### src/rtl/adc_flt_pkg.sv
package adc_flt_pkg;

    localparam int unsigned DATA_W  = 8;
    localparam int unsigned CMP_W   = 6;
    localparam int unsigned MATCH_N = 4;

    typedef struct packed {
        logic [DATA_W-1:0] value;
        logic              upd;
    } status_state_t;

endpackage

### src/rtl/adc_flt_match.sv
module adc_flt_match #(
    parameter int unsigned CMP_W   = 6,
    parameter int unsigned MATCH_N = 4,
    localparam int unsigned CNT_W  = $clog2(MATCH_N + 1)
) (
    input  logic             clk_i,
    input  logic             rst_ni,
    input  logic             sample_i,
    input  logic [CMP_W-1:0] top_i,
    input  logic             clear_i,
    output logic             hit_o,
    output logic [CNT_W-1:0] cnt_o
);

    typedef struct packed {
        logic [CMP_W-1:0] ref_bits;
        logic             have_ref;
        logic [CNT_W-1:0] cnt;
    } match_state_t;

    match_state_t st_d, st_q;
    logic [CNT_W-1:0] run_len;
    logic             agree;

    always_comb begin
        st_d    = st_q;
        hit_o   = 1'b0;
        agree   = st_q.have_ref && (top_i == st_q.ref_bits);
        run_len = agree ? st_q.cnt + 1'b1 : CNT_W'(1);
        if (clear_i) begin
            st_d.have_ref = 1'b0;
            st_d.cnt      = '0;
        end else if (sample_i) begin
            st_d.ref_bits = top_i;
            st_d.have_ref = 1'b1;
            if (run_len == CNT_W'(MATCH_N)) begin
                hit_o    = 1'b1;
                st_d.cnt = '0;
            end else begin
                st_d.cnt = run_len;
            end
        end
    end

    always_ff @(posedge clk_i) begin
        if (!rst_ni) st_q <= '0;
        else         st_q <= st_d;
    end

    assign cnt_o = st_q.cnt;

endmodule

### src/rtl/adc_flt_status.sv
module adc_flt_status
    import adc_flt_pkg::*;
(
    input  logic              clk_i,
    input  logic              rst_ni,
    input  logic              load_i,
    input  logic [DATA_W-1:0] data_i,
    output logic [DATA_W-1:0] value_o,
    output logic              upd_o
);

    status_state_t st_d, st_q;

    always_comb begin
        st_d     = st_q;
        st_d.upd = load_i;
        if (load_i) st_d.value = data_i;
    end

    always_ff @(posedge clk_i) begin
        if (!rst_ni) st_q <= '0;
        else         st_q <= st_d;
    end

    assign value_o = st_q.value;
    assign upd_o   = st_q.upd;

endmodule

### src/rtl/adc_stab_filter.sv
module adc_stab_filter
    import adc_flt_pkg::*;
(
    input  logic              clk_i,
    input  logic              rst_ni,
    input  logic              conv_valid_i,
    input  logic [DATA_W-1:0] conv_data_i,
    input  logic              filt_bypass_i,
    input  logic              src_sel_i,
    output logic              mux_sel_o,
    output logic [DATA_W-1:0] status_o,
    output logic              status_upd_o
);

    localparam int unsigned CNT_W = $clog2(MATCH_N + 1);

    logic             src_d, src_q;
    logic             src_change;
    logic             match_hit;
    logic [CNT_W-1:0] match_cnt;
    logic             load;

    always_comb begin
        src_change = (src_sel_i != src_q);
        src_d      = src_sel_i;
        load       = conv_valid_i && (filt_bypass_i || match_hit);
    end

    always_ff @(posedge clk_i) begin
        if (!rst_ni) src_q <= 1'b0;
        else         src_q <= src_d;
    end

    adc_flt_match #(
        .CMP_W  (CMP_W),
        .MATCH_N(MATCH_N)
    ) u_match (
        .clk_i   (clk_i),
        .rst_ni  (rst_ni),
        .sample_i(conv_valid_i),
        .top_i   (conv_data_i[DATA_W-1 -: CMP_W]),
        .clear_i (src_change),
        .hit_o   (match_hit),
        .cnt_o   (match_cnt)
    );

    adc_flt_status u_status (
        .clk_i  (clk_i),
        .rst_ni (rst_ni),
        .load_i (load),
        .data_i (conv_data_i),
        .value_o(status_o),
        .upd_o  (status_upd_o)
    );

    assign mux_sel_o = src_q;

endmodule

### config.mk
export PLATFORM = sky130hd
export DESIGN_NAME = adc_stab_filter
export DESIGN_NICKNAME = d
export VERILOG_FILES = /design/src/rtl/adc_flt_pkg.sv /design/src/rtl/adc_flt_match.sv /design/src/rtl/adc_flt_status.sv /design/src/rtl/adc_stab_filter.sv
export SDC_FILE = /design/constraint.sdc
export NUM_CORES = 1
export LEC_CHECK = 0
export ABC_AREA = 1
export CAP_MARGIN = 20
export CELL_PAD_IN_SITES_DETAIL_PLACEMENT = 1
export CELL_PAD_IN_SITES_GLOBAL_PLACEMENT = 1
export CORE_ASPECT_RATIO = 0.5
export CORE_MARGIN = 2
export CORE_UTILIZATION = 31
export CTS_CLUSTER_DIAMETER = 200
export DETAILED_ROUTE_END_ITERATION = 7
export HOLD_SLACK_MARGIN = 0.03
export PLACE_DENSITY_LB_ADDON = 0.1
export SLEW_MARGIN = 20
export SYNTH_ARGS = -nofsm -noshare
export SYNTH_HDL_FRONTEND = slang
export SYNTH_SLANG_ARGS = --single-unit
### constraint.sdc
create_clock -name clk_i -period 1.3 [get_ports clk_i]
set_input_delay 0.195 -clock clk_i [delete_from_list [all_inputs] [get_ports clk_i]]
set_output_delay 0.195 -clock clk_i [all_outputs]
set_load 0.01 [all_outputs]
==> impl_metrics.json, run 1 <==
{
  "status": "finished, violations left",
  "violations": "negative setup slack",
  "clock_path_buffers": 2,
  "grt_pass1_wl_mm": 4.57,
  "cp_data_required_time_ns": 1.46,
  "die_area_sq_um": 3740,
  "vias": 991,
  "drt-total-wl_mm": 2.71,
  "crit_type": "register to register",
  "die_w_microns": 84.5,
  "synth.distinct_cells": 24,
  "worstPathMaxFanout": 5,
  "ys_seq_area_share_pct": 39.9,
  "dp.cells": 207,
  "viasPerCell": 4.48,
  "synth-main-ff-cell": "dfxtp_1",
  "drt_iter0_drc": 15,
  "path_clk_slew_ns": 0.08,
  "period_share_pct": 115,
  "period_minus_slack_ns": 1.49,
  "num_antenna_cells": 0,
  "max-vdd-ir-drop_uv": 463,
  "p_leak_nw": 0.765,
  "hold_violations": 0,
  "dr.pass1.iters": 4,
  "fin_ws_ns": -0.191,
  "syn_inst": 133,
  "cp.arrival_ns": 1.65,
  "drc_errors": 0,
  "groute.usage.overall_pct": 16.1,
  "die_h_microns": 44.3,
  "rsz0062_at_grt": "yes",
  "synth_seq_cells": 20,
  "powerDensity_nw_per_um2": 961,
  "hold_path.class": "input port to register",
  "synthTopCellsByArea": "dfxtp_1 40%, nand2_1 8.6%, a21oi_1 8.0%",
  "port_buffers": 22,
  "cp-end-kind": "register",
  "synth_nets": 147,
  "hpwl_mm": 1.78,
  "coreArea_sq_um": 3050,
  "cts_num_sinks": 20,
  "syn_avg_cell_area_sq_um": 7.55,
  "cts_tree": "yes",
  "start_util_pct": 33.0,
  "synth_top_area_share_pct": 39.9,
  "syn_to_final_growth_pct": 55.3,
  "htree_levels": 1,
  "relSlewSlack_pct": 70.8,
  "hold_ws_ns": 0.399,
  "num-fill-cells": 392,
  "nets": 196,
  "synth_top_area_cell": "dfxtp_1",
  "clkLatencyLatePin_ns": 0.26,
  "r2r_slack_ns": -0.19,
  "num_rows": 14,
  "grt_start_max_net_pins": 24,
  "ios": 23,
  "worst_pin_slew_ns": 0.437,
  "synth_edf_count": 0,
  "start_kind": "register",
  "gp_congestion": 0.778,
  "slew_violations": 0,
  "cts_buffers": 3,
  "multi_input_area_sq_um": 574,
  "skew_ns": 0.00301,
  "synthesis.area_sq_um": 1000,
  "async_flop_share_pct": 0,
  "yosysWarnings": 0,
  "layoutNonFillerInstCount": 221,
  "regArea_sq_um": 410,
  "grt_overflow": 0,
  "antenna_left": 0,
  "cap_violations": 0,
  "antenna_found_initial": 0,
  "wire_per_inst_microns": 12.3,
  "final-setup-viol-count": 12,
  "first_global_vias": 988,
  "fmax_mhz": 671,
  "tns_ns": -1.77,
  "cts-root-buf": "clkbuf_8",
  "layout-drive-gt1-share_pct": 38.1
}
logic make-up after synthesis:
| kind of cell | count (synthesis) | share of synthesized area [%] |
|---|---|---|
| buf+inv | 26 | 14.1 |
| simple gates | 55 | 27.8 |
| xor+xnor | 2 | 1.74 |
| compound gates | 29 | 15.3 |
| flops | 20 | 39.9 |
| fa+ha+maj | 1 | 1.25 |
through the flow:
step                instance area (sq um)  util [%]  setup slack, ns  power, mW
global placement                     1360      44.6           -0.570      0.995
global route                         1560      51.2           -0.308       1.59
floorplan                            1020         -          -0.0639      0.856
CTS                                  1510      49.6           -0.173       1.51
finish                               1560      51.2           -0.191       1.50
detailed placement                   1360      44.6           -0.604       1.00
cells in the final DEF (no fill, tap or decap):
cell,instances
nand3_2,6
nor2_1,10
nand2_2,4
buf_4,25
dlymetal6s2s_1,1
o21ai_0,8
ha_4,1
clkdlybuf4s50_1,6
o21a_1,2
o21ai_2,1
inv_2,7
dfxtp_1,12
xor2_1,1
clkbuf_8,4
o21ai_1,1
a21oi_1,16
nand2_4,2
dfxtp_2,8
inv_1,14
a21oi_2,1
nand2_1,21
nand3_1,5
nand2_8,2
or2_4,1
dlygate4sd2_1,15
nor2_4,4
xor2_2,1
nand3_4,1
or2_2,1
synth_stat cells (2+ instances only):
cell      instances
dfxtp_1          20
o21a_1            2
inv_1            18
clkbuf_8          2
nand2_1          23
nand3_2           3
nor2_1           10
xor2_1            2
a21oi_1          16
inv_2             3
nor2_2            2
o21ai_0           9
nand2_2           3
nand3_1           9
nor2_4            2
routing by layer:
layer / track usage [%] / wire length (microns)
met1: 21.2 / 1340
met2: 26.5 / 1260
met3: 4.48 / 87
met4: 4.76 / 27
met5: 0 / 0
what timing repair did:
item | CTS | global route
gates cloned | 2 | 0
hold buffers | 0 | 0
pin swaps | 13 | 8
buffers inserted | 5 | 3
resized for setup | 30 | 9
endpoints found under the setup margin | 20 | 18
cell type report:
type | count | share of cell area [%]
flip-flops and latches | 20 | 26.3
well taps | 40 | 3.21
inverters | 21 | 5.05
clock buffers | 4 | 3.53
repair buffers | 47 | 25.1
multi-input cells | 89 | 36.8
power breakdown:
group          leakage (nW)  internal (mW)  switching, mW
registers             0.168          0.658         0.0238
clock network        0.0288          0.269          0.208
logic                 0.569          0.168          0.172
worst max-delay path: stages, from the launching register on:
cell	delay, ns
dfxtp_2	0.34
inv_1	0.06
nand2_1	0.07
nand3_2	0.08
nor2_4	0.17
nand3_2	0.12
nor2_4	0.13
nand2_4	0.12
nand2_8	0.10
nand3_1	0.08
nand2_1	0.08
nor2_1	0.04
registers in the layout, summed over array words and instances (netlist names):
signal,flops
u_match.cnt_o,3
u_status.upd_o,1
u_status.value_o,8
mux_sel_o,1
u_match.st_q,7
worst paths after layout:
path / start / to / depth (start not counted)
max: u_match.st_q[4] / u_status.value_o[7] / 11
min: conv_data_i[4] / u_match.st_q[6] / 3
max reg2reg: u_match.st_q[4] / u_status.value_o[7] / 11
min reg2reg: u_status.value_o[6] / u_status.value_o[6] / 2
No activity file was read; power rests on OpenSTA's default activity.
==> run 2: changes to the inputs <==
Settings changed: CORE_ASPECT_RATIO 0.5 to 1.25, CORE_UTILIZATION 31 to 30, CTS_CLUSTER_SIZE set to 28, SYNTH_HIERARCHICAL set to 1.
==> run 2 against run 1 <==
  * The run still ends with negative setup slack left
  * Cell count is 1.8% higher
  * Non-clock buffer count decreased by 2
  * First-iteration DRC count is 80% lower
  * Utilization decreased by 2.9 points
  * Worst setup slack worse by 0.20 ns
  * Sequential share of layout area up 2.0 points
  * Sequential power barely moved
  * Combinational power shrank 16%
  * Sequential cell count stayed put
  * Synthesized cell count grew 8.3%
  * Critical endpoint is now u_status/value_o[1]
==> impl_metrics.json, run 2 <==
{
  "status": "finished, violations left",
  "violations": "negative setup slack",
  "cap_violations": 0,
  "worstPathMaxFanout": 5,
  "syn_inst": 144,
  "path_cells": "inv_2 > nand2_1 > nand2_1 > nor2_1 > nand2_1 > nor2_2 > nand2_2 > nor3_2 > nor2_1 > nor2_2 > buf_6 > nand2_1 > nand2_1 > nor2_1",
  "drc_errors": 0,
  "max_stage_delay_ns": 0.36,
  "largest_reg_flops": 8,
  "critPathBufInv": 2,
  "die_w_microns": 54.6,
  "num_antenna_cells": 0,
  "cp-end-kind": "register",
  "hold_depth": 3,
  "syn_avg_cell_area_sq_um": 6.66,
  "antenna_found_initial": 0,
  "worstHoldStart": "conv_data_i[3]",
  "die_h_microns": 67.2,
  "groute.usage.overall_pct": 17.7,
  "rsz0062_at_grt": "yes",
  "dr.pass1.iters": 4,
  "num_rows": 22,
  "drt-total-wl_mm": 2.69,
  "viasPerCell": 4.53,
  "synthesis.area_sq_um": 958,
  "period_minus_slack_ns": 1.69,
  "p_leak_nw": 0.766,
  "grt_start_max_net_pins": 17,
  "crit_type": "register to register",
  "gp_congestion": 0.755,
  "fin_ws_ns": -0.387,
  "critPathSlowestCell": "dfxtp_2",
  "yosysWarnings": 6,
  "cp.arrival_ns": 1.90,
  "start_kind": "register",
  "dpl_cell_area_sq_um": 1290,
  "cp_data_required_time_ns": 1.52,
  "tns_ns": -3.56,
  "antenna_left": 0,
  "r2r-start": "u_match/st_q[7]",
  "drt_iter0_drc": 3,
  "final_cell_mix": "30 x nand2_1, 26 x inv_1, 20 x nor2_1, 19 x buf_4, 15 x dlygate4sd2_1",
  "port_buffers": 22,
  "coreArea_sq_um": 3000,
  "fin_area_sq_um": 1450,
  "slew_violations": 0,
  "cpMostUsedCell": "nand2_1",
  "ctsHoldBuffers": 0,
  "ios": 23,
  "final_common_cell": "nand2_1",
  "htree_levels": 1,
  "first_global_vias": 1111,
  "cts-root-buf": "clkbuf_4",
  "clock_path_buffers": 2,
  "cts_tree": "yes",
  "crit_family": "simple AND/OR/NAND/NOR gates",
  "hpwl_mm": 1.77,
  "grt_overflow": 0,
  "synth_nets": 158,
  "clkLatencyLatePin_ns": 0.31,
  "nets": 204,
  "grt_pass1_wl_mm": 4.66,
  "cts_num_sinks": 20,
  "powerDensity_nw_per_um2": 925,
  "path_clk_slew_ns": 0.11,
  "rr_endpoint": "u_status/value_o[1]",
  "layout-drive-gt1-share_pct": 31.2,
  "hold_path.class": "input port to register",
  "vias": 1019,
  "worst_pin_slew_ns": 0.212,
  "hold_violations": 0,
  "start_util_pct": 31.9,
  "die_area_sq_um": 3670,
  "syn_to_final_growth_pct": 51.0,
  "skew_ns": 0.00467,
  "cts_buffers": 3,
  "final-setup-viol-count": 11,
  "wire_per_inst_microns": 11.9,
  "period_share_pct": 130,
  "reg2reg_depth": 14,
  "max-vdd-ir-drop_uv": 469,
  "relSlewSlack_pct": 85.8,
  "r2r_slack_ns": -0.39,
  "whs_endpoint": "u_match/st_q[5]",
  "fmax_mhz": 593
}
[run 2: changes by cell type in the layout (fill, tap and decap cells not counted), moves of 6 or more]
cell | previous run | this run
inv_1 | 14 | 26
a21oi_1 | 16 | 10
nor2_1 | 10 | 20
nand2_1 | 21 | 30
buf_4 | 25 | 19
[run 2: routing by layer]
layer / up-vias / global-route usage (%) / part of all wire [%]
li1: 516 / - / -
met3: 5 / 1.99 / 3.2
met2: 19 / 33.9 / 57
met4: 0 / 8.75 / 1.8
met5: - / 0 / 0
met1: 479 / 18.0 / 38
[run 2: cell type report]
type,instances,area [sq um]
fill,388,1550
multi-input combinational,90,455
sequential,20,409
timing repair buffer,45,389
inverter,30,113
tap,36,45.0
clock buffer,4,36.3
[run 2: worst max-delay path by stage]
stage / end / cells past startpoint / startpoint
3_5_place_dp: u_status/value_o[1] / 15 / conv_data_i[2]
2_1_floorplan: u_status/value_o[6] / 15 / u_match/st_q[7]
6_report: u_status/value_o[1] / 14 / u_match/st_q[7]
5_1_grt: u_status/value_o[2] / 14 / u_match/st_q[7]
3_3_place_gp: u_status/value_o[2] / 15 / conv_data_i[2]
4_1_cts: u_status/value_o[2] / 14 / u_match/st_q[4]
[run 2: per-stage QoR]
| step | power, mW | cells | util, % | hold WS (ns) | worst slack, ns |
|---|---|---|---|---|---|
| finish | 1.34 | 225 | 48.2 | 0.296 | -0.387 |
| floorplan | 0.825 | 144 | - | 0.288 | -0.272 |
| CTS | 1.35 | 225 | 47.3 | 0.277 | -0.290 |
| global route | 1.44 | 225 | 48.2 | 0.289 | -0.505 |
| detailed placement | 0.960 | 212 | 43.2 | 0.458 | -0.808 |
| global placement | 0.948 | 212 | 43.2 | 0.445 | -0.753 |
[run 2: report_power, final]
part           internal, mW  total [mW]  switching [mW]
Combinational         0.139       0.287           0.148
Clock                 0.171       0.374           0.202
Sequential            0.656       0.679          0.0234
[run 2: worst register-to-register path, stage by stage, from the launching register on]
cell and delay [ns]:
dfxtp_2 0.36, inv_2 0.04, nand2_1 0.05, nand2_1 0.05, nor2_1 0.11, nand2_1 0.07, nor2_2 0.11, nand2_2 0.09
nor3_2 0.14, nor2_1 0.08, nor2_2 0.19, buf_6 0.16, nand2_1 0.06, nand2_1 0.06, nor2_1 0.05
[run 2: timing repair]
item | 4_1_cts | 5_1_grt
buffers inserted | 7 | 4
hold endpoints to repair | 0 | 0
setup endpoints to repair | 19 | 12
gates resized for setup | 32 | 10
pin swaps | 11 | 3
cloned | 2 | 0
